File: src/rtl/acm_pkg.sv
package acm_pkg;
  localparam int CW = 12;
  localparam int WW = 8;
  localparam int AW = 8;
  localparam int LW = 16;
  localparam logic [LW-1:0] LFSR_INIT = 16'hACE1;
  localparam int CMAX = (1 << (CW - 1)) - 1;
  localparam int CMIN = -(1 << (CW - 1));

  typedef enum logic {ST_IN = 1'b0, ST_OUT = 1'b1} phase_e;

  function automatic logic [CW-1:0] coef_mag(input logic [CW-1:0] c);
    return c[CW-1] ? (~c + 1'b1) : c;
  endfunction

  function automatic logic [LW-1:0] lfsr_next(input logic [LW-1:0] s);
    return {s[LW-2:0], s[15] ^ s[13] ^ s[12] ^ s[10]};
  endfunction

  function automatic logic [CW-1:0] mark_coef(input logic [CW-1:0] c,
                                              input logic [AW-1:0] a,
                                              input logic [WW-1:0] w);
    int ci, mi, ai, wi, prod, sum;
    ci   = int'($signed(c));
    mi   = int'(coef_mag(c));
    ai   = int'(a);
    wi   = int'($signed(w));
    prod = (ai * mi * wi) >>> 8;
    sum  = ci + prod;
    if (sum > CMAX) sum = CMAX;
    if (sum < CMIN) sum = CMIN;
    return sum[CW-1:0];
  endfunction
endpackage

File: src/rtl/acm_lfsr.sv
module acm_lfsr import acm_pkg::*; (
  input  logic          clk,
  input  logic          rst_n,
  input  logic          load,
  input  logic [LW-1:0] seed,
  input  logic          adv,
  output logic [LW-1:0] state
);
  logic [LW-1:0] seed_eff;
  assign seed_eff = (seed == '0) ? LFSR_INIT : seed;

  always_ff @(posedge clk or negedge rst_n) begin
    if (!rst_n)    state <= LFSR_INIT;
    else if (load) state <= seed_eff;
    else if (adv)  state <= lfsr_next(state);
  end

  p_lfsr_nonzero_r6: assert property (@(posedge clk) disable iff (!rst_n)
    state != '0);
  p_lfsr_moves_r6: assert property (@(posedge clk) disable iff (!rst_n)
    (adv && !load) |=> state != $past(state));
  p_seed_load_r7: assert property (@(posedge clk) disable iff (!rst_n)
    load |=> state == (($past(seed) == '0) ? LFSR_INIT : $past(seed)));
endmodule

File: src/rtl/acm_rank.sv
module acm_rank import acm_pkg::*; #(
  parameter int N_MARK = 3,
  parameter int IW     = 6
) (
  input  logic                       clk,
  input  logic                       rst_n,
  input  logic                       clr,
  input  logic                       cand_vld,
  input  logic [CW-1:0]              cand_mag,
  input  logic [IW-1:0]              cand_idx,
  output logic [N_MARK-1:0]          sel_vld,
  output logic [N_MARK-1:0][IW-1:0]  sel_idx
);
  logic [N_MARK-1:0][CW-1:0] sel_mag;
  logic [N_MARK-1:0]         beats;

  for (genvar k = 0; k < N_MARK; k++) begin : g_slot
    assign beats[k] = !sel_vld[k] || (cand_mag > sel_mag[k]);

    always_ff @(posedge clk or negedge rst_n) begin
      if (!rst_n) begin
        sel_vld[k] <= 1'b0;
        sel_mag[k] <= '0;
        sel_idx[k] <= '0;
      end else if (clr) begin
        sel_vld[k] <= 1'b0;
      end else if (cand_vld && beats[k]) begin
        if (k == 0) begin
          sel_vld[k] <= 1'b1;
          sel_mag[k] <= cand_mag;
          sel_idx[k] <= cand_idx;
        end else if (!beats[(k == 0) ? 0 : k-1]) begin
          sel_vld[k] <= 1'b1;
          sel_mag[k] <= cand_mag;
          sel_idx[k] <= cand_idx;
        end else begin
          sel_vld[k] <= sel_vld[(k == 0) ? 0 : k-1];
          sel_mag[k] <= sel_mag[(k == 0) ? 0 : k-1];
          sel_idx[k] <= sel_idx[(k == 0) ? 0 : k-1];
        end
      end
    end

    p_no_dc_r4: assert property (@(posedge clk) disable iff (!rst_n)
      sel_vld[k] |-> sel_idx[k] != '0);

    if (k > 0) begin : g_order
      p_sorted_r4: assert property (@(posedge clk) disable iff (!rst_n)
        sel_vld[k] |-> (sel_vld[k-1] && sel_mag[k-1] >= sel_mag[k]));
      p_tie_early_r4: assert property (@(posedge clk) disable iff (!rst_n)
        (sel_vld[k] && sel_mag[k-1] == sel_mag[k]) |-> sel_idx[k-1] < sel_idx[k]);
    end
  end
endmodule

File: src/rtl/acm_embed.sv
module acm_embed import acm_pkg::*; (
  input  logic          en,
  input  logic [CW-1:0] coef,
  input  logic [AW-1:0] strength,
  input  logic [WW-1:0] w,
  output logic [CW-1:0] res
);
  logic [CW-1:0] marked;
  assign marked = mark_coef(coef, strength, w);
  assign res    = en ? marked : coef;
endmodule

File: src/rtl/ac_mark_inserter.sv
module ac_mark_inserter import acm_pkg::*; #(
  parameter int N_COEF = 64,
  parameter int N_MARK = 3
) (
  input  logic          clk,
  input  logic          rst_n,
  input  logic          in_valid,
  output logic          in_ready,
  input  logic [CW-1:0] in_coef,
  input  logic          in_last,
  input  logic [AW-1:0] alpha,
  input  logic          seed_load,
  input  logic [LW-1:0] seed,
  output logic          out_valid,
  output logic [CW-1:0] out_coef,
  output logic          out_last
);
  localparam int IW = $clog2(N_COEF);
  localparam int MCW = $clog2(N_MARK + 2);
  localparam logic [IW-1:0] LAST_IDX = IW'(N_COEF - 1);

  phase_e        phase_q;
  logic [IW-1:0] wr_idx, rd_idx, end_idx;
  logic [AW-1:0] alpha_q;
  logic [CW-1:0] coef_mem [N_COEF];
  logic [LW-1:0] lfsr_q;

  logic          accept, blk_end, rd_final, hit, mark_evt;
  logic [CW-1:0] rd_coef, emb_coef;
  logic [N_MARK-1:0]         sel_vld, hit_vec;
  logic [N_MARK-1:0][IW-1:0] sel_idx;

  assign in_ready = (phase_q == ST_IN);
  assign accept   = in_valid && in_ready;
  assign blk_end  = accept && (in_last || wr_idx == LAST_IDX);
  assign rd_final = (rd_idx == end_idx);
  assign rd_coef  = coef_mem[rd_idx];

  for (genvar k = 0; k < N_MARK; k++) begin : g_hit
    assign hit_vec[k] = sel_vld[k] && (sel_idx[k] == rd_idx);
  end
  assign hit      = |hit_vec;
  assign mark_evt = (phase_q == ST_OUT) && hit;

  acm_rank #(.N_MARK(N_MARK), .IW(IW)) u_rank (
    .clk      (clk),
    .rst_n    (rst_n),
    .clr      (accept && wr_idx == '0),
    .cand_vld (accept && wr_idx != '0),
    .cand_mag (coef_mag(in_coef)),
    .cand_idx (wr_idx),
    .sel_vld  (sel_vld),
    .sel_idx  (sel_idx)
  );

  acm_lfsr u_lfsr (
    .clk   (clk),
    .rst_n (rst_n),
    .load  (seed_load),
    .seed  (seed),
    .adv   (mark_evt),
    .state (lfsr_q)
  );

  acm_embed u_embed (
    .en       (hit),
    .coef     (rd_coef),
    .strength (alpha_q),
    .w        (lfsr_q[WW-1:0]),
    .res      (emb_coef)
  );

  always_ff @(posedge clk) begin
    if (accept) coef_mem[wr_idx] <= in_coef;
  end

  always_ff @(posedge clk or negedge rst_n) begin
    if (!rst_n) begin
      phase_q   <= ST_IN;
      wr_idx    <= '0;
      rd_idx    <= '0;
      end_idx   <= '0;
      alpha_q   <= '0;
      out_valid <= 1'b0;
      out_coef  <= '0;
      out_last  <= 1'b0;
    end else begin
      out_valid <= 1'b0;
      out_last  <= 1'b0;
      if (phase_q == ST_IN) begin
        if (blk_end) begin
          end_idx <= wr_idx;
          alpha_q <= alpha;
          wr_idx  <= '0;
          rd_idx  <= '0;
          phase_q <= ST_OUT;
        end else if (accept) begin
          wr_idx <= wr_idx + 1'b1;
        end
      end else begin
        out_valid <= 1'b1;
        out_coef  <= emb_coef;
        out_last  <= rd_final;
        rd_idx    <= rd_idx + 1'b1;
        if (rd_final) phase_q <= ST_IN;
      end
    end
  end

  logic [MCW-1:0] mark_cnt;
  always_ff @(posedge clk or negedge rst_n) begin
    if (!rst_n)        mark_cnt <= '0;
    else if (blk_end)  mark_cnt <= '0;
    else if (mark_evt) mark_cnt <= mark_cnt + 1'b1;
  end

  p_mark_budget_r4: assert property (@(posedge clk) disable iff (!rst_n)
    mark_cnt <= MCW'(N_MARK));
  p_no_take_while_out_r3: assert property (@(posedge clk) disable iff (!rst_n)
    (out_valid && !out_last) |-> !in_ready);
  p_last_with_valid_r3: assert property (@(posedge clk) disable iff (!rst_n)
    out_last |-> out_valid);
  p_alpha_hold_r8: assert property (@(posedge clk) disable iff (!rst_n)
    (phase_q == ST_OUT && !rd_final) |=> $stable(alpha_q));
  p_zero_strength_r5: assert property (@(posedge clk) disable iff (!rst_n)
    (phase_q == ST_OUT && alpha_q == '0) |=> out_coef == $past(rd_coef));
endmodule

File: config.mk
export PLATFORM = sky130hd
export DESIGN_NAME = ac_mark_inserter
export DESIGN_NICKNAME = d
export VERILOG_FILES = /design/src/rtl/acm_pkg.sv /design/src/rtl/acm_lfsr.sv /design/src/rtl/acm_rank.sv /design/src/rtl/acm_embed.sv /design/src/rtl/ac_mark_inserter.sv
export SDC_FILE = /design/constraint.sdc
export NUM_CORES = 2
export LEC_CHECK = 0
export ABC_AREA = 0
export BUFFER_PORTS_ARGS = -buffer_cell sky130_fd_sc_hd__buf_2
export CORE_ASPECT_RATIO = 1.1
export CORE_MARGIN = 4
export CORE_UTILIZATION = 55
export CTS_CLUSTER_SIZE = 40
export DETAILED_ROUTE_END_ITERATION = 10
export PLACE_DENSITY = 0.74
export SYNTH_ARGS = -nofsm -noshare
export SYNTH_HDL_FRONTEND = slang
export SYNTH_HIERARCHICAL = 1
export SYNTH_SLANG_ARGS = --single-unit
File: constraint.sdc
create_clock -name clk -period 13.7 [get_ports clk]
set_input_delay 3.425 -clock clk [delete_from_list [all_inputs] [get_ports clk]]
set_output_delay 3.425 -clock clk [all_outputs]
set_load 0.02 [all_outputs]
==> flow_summary.yaml <==
cts:
  root_buffer: "clkbuf_16"
  clk_pin_slew_ps: 60
  cts_tree: "built"
  cts.sinks: 882
  htreeDepth: 3
  hold_buffers: 0
  clock_latency_ps: 670
  max-clock-path-buffers: 3
  cts_made_buffers: 88
global_route:
  grt.busiest_layer: "met2"
  grt_pass1_wl_um: 183000
  track_usage_pct: 26.5
  grt_max_degree: 76
  met1_usage_pct: 34.1
  use_met3_pct: 4.65
  grt_overflow: 0
  antenna_found_initial: 4
  met2_usage_pct: 44.9
  first_global_vias: 30425
setup_path:
  cp_data_required_time_ps: 14300
  cp-end-kind: "register"
  critPathBufInv: 15
  critical_path_class: "reg -> reg"
  cpLargestDelayFamily: "adder cells"
  critPathSlowestCell: "or4b_2"
  worstSetupStartpointType: "register"
  cp_max_fo: 13
  max_stage_delay_ps: 650
  path_common_cell: "fa_1"
  crit_arrival_ps: 14020
synth:
  syn-mean-instance-area_um2: 14.0
  async_flop_share_pct: 12.9
  syn-cell-area_um2: 47100
  synth_cells: 3354
  synth_fp_nets: 3732
  synth-edff-count: 768
  yosysWarningCount: 6
  ys_ff_latch: 882
  synth_cell_type_count: 110
  synthFlopType: "edfxtp_1"
  ys_seq_area_share_pct: 55.0
route:
  drc: 0
  first_pass_iters: 8
  vias: 29773
  routed_wl_um: 119000
  avgViaCountPerCell: 6.06
  drtIter0Drc: 2729
  ant_nets: 0
  wire_per_inst_um: 24.3
cells_and_area:
  final_common_cell: "edfxtp_1"
  fin_area_um2: 54900
  syn_to_final_growth_pct: 16.5
  n_antenna_cell: 0
  nets: 4075
  drive_above_1_share_pct: 25.3
  fillCellCount: 5987
  utilization_pct: 64.6
  final_cell_mix: "edfxtp_1, buf_4, inv_1"
placed_design:
  placed_cell_area_um2: 50700
  port_buffers: 55
  gp_congestion: 0.915
  place_ws_ps: -462
  dp_hpwl_um: 78000
sta:
  relSlewSlack_pct: 11.7
  setup_violations: 0
  worst_slew_pin_slew_ps: 1320
  fin_ws_ps: 278
  finalSetupTns_ps: 0
  finalHoldViolCount: 0
  fin_skew_ps: 45.9
  clock.fmax_mhz: 74.5
  period_minus_slack_ps: 13420
  timing.final.crit_share_pct: 98.0
  maxSlewViolCount: 0
floorplanning:
  die_y_um: 315
  io_pins: 56
  chipWidth_um: 287
  initial_core_util_pct: 55.5
  dieArea_um2: 90400
  rows: 112
  coreArea_um2: 84900
outcome:
  status: "complete, no violations"
job:
  cap_violations: 0
worst_hold_path:
  hold_path.class: "reg -> reg"
[Yosys cell counts, drive strengths merged (16+ instances only)]
cell type | number | area share [%]
ha | 169 | 4.5
nand2b | 35 | 0.48
xor2 | 27 | 0.50
and2 | 132 | 1.8
mux2 | 68 | 1.6
a22oi | 26 | 0.41
o22ai | 18 | 0.24
inv | 282 | 2.2
a211oi | 16 | 0.28
nand2 | 142 | 1.1
mux4 | 161 | 7.7
dfrtp | 106 | 5.6
a21oi | 63 | 0.71
nand4 | 28 | 0.39
xnor2 | 59 | 1.1
fa | 168 | 7.1
clkbuf | 90 | 0.72
nor2 | 158 | 1.3
a21o | 25 | 0.40
nor2b | 64 | 0.87
nor4 | 16 | 0.26
buf | 82 | 1.1
mux2i | 110 | 2.3
o31ai | 16 | 0.27
a31oi | 51 | 0.72
edfxtp | 768 | 49
or3 | 27 | 0.36
nand3 | 72 | 0.78
o21ai | 106 | 1.1
nor3 | 48 | 0.53
[flip-flops by register name, indices dropped and copies added (netlist names), 3 cells and up]
| signal | cells |
|---|---|
| out_coef | 12 |
| u_lfsr/state | 16 |
| coef_mem | 768 |
| u_rank/sel_vld | 3 |
| u_rank/sel_mag | 36 |
| wr_idx | 6 |
| rd_idx | 6 |
| alpha_q | 8 |
| u_rank/sel_idx | 18 |
| end_idx | 6 |
[final timing paths]
path | startpoint | to | slack [ps] | depth (start not counted)
worst max-delay path | rd_idx[0]$_DFFE_PN0P_ | out_coef[0]$_DFFE_PN0P_ | 280 | 53
max in group asynchronous | rst_n | rd_idx[2]$_DFFE_PN0P_ | 9650 | 2
worst max register to register | rd_idx[0]$_DFFE_PN0P_ | out_coef[0]$_DFFE_PN0P_ | 280 | 53
worst min-delay path | end_idx[1]$_DFFE_PN0P_ | end_idx[1]$_DFFE_PN0P_ | 500 | 1
worst min register to register | end_idx[1]$_DFFE_PN0P_ | end_idx[1]$_DFFE_PN0P_ | 500 | 1
min in group asynchronous | rst_n | u_lfsr/state[14]$_DFFE_PN0P_ | 2750 | 1
[through the flow]
stage / cells / hold WS (ps)
after CTS: 4882 / 507
after global placement: 4716 / 489
after floorplan: 3354 / 352
after detailed placement: 4716 / 495
final: 4910 / 502
after global routing: 4910 / 516
[cells by family (layout without fill, tap and decap cells)]
group | after synthesis | after routing | share of synthesized area, %
adder cells (fa/ha/maj) | 337 | 337 | 11.6
buffers and inverters | 454 | 870 | 4.09
multiplexers | 339 | 339 | 11.7
AO/OA/AOI/OAI | 463 | 463 | 7.01
flip-flops | 882 | 882 | 55.0
XOR/XNOR | 86 | 86 | 1.60
AND/OR/NAND/NOR | 793 | 793 | 8.98
[final cells by class]
cell class                      count  area (µm²)  share of cell area, %
Clock buffer                      117        2380                   4.34
Clock inverter                     46         612                   1.12
Inverter                          282        1060                   1.93
Multi-Input combinational cell   2018       20000                   36.5
Sequential cell                   882       25900                   47.3
Tap cell                         1140        1430                   2.60
Timing Repair Buffer              425        3410                   6.22
[routing by layer]
| metal | vias to the layer above | share of wire (%) |
|---|---|---|
| met3 | 264 | 7.9 |
| li1 | 13130 | - |
| met5 | - | 0.011 |
| met1 | 15036 | 38 |
| met4 | 2 | 4.2 |
| met2 | 1341 | 50 |
[repair_timing]
| action | 4_1_cts | 5_1_grt |
|---|---|---|
| pin swaps | 4 | 64 |
| endpoints found under the hold margin | 0 | 0 |
| gates resized for setup | 24 | 139 |
| cloned | 1 | 3 |
| setup endpoints to repair | 11 | 12 |
| buffers inserted | 2 | 25 |
Power is not shown: default switching activity piles up to over one toggle a cycle in this logic, so the estimate is an artifact.
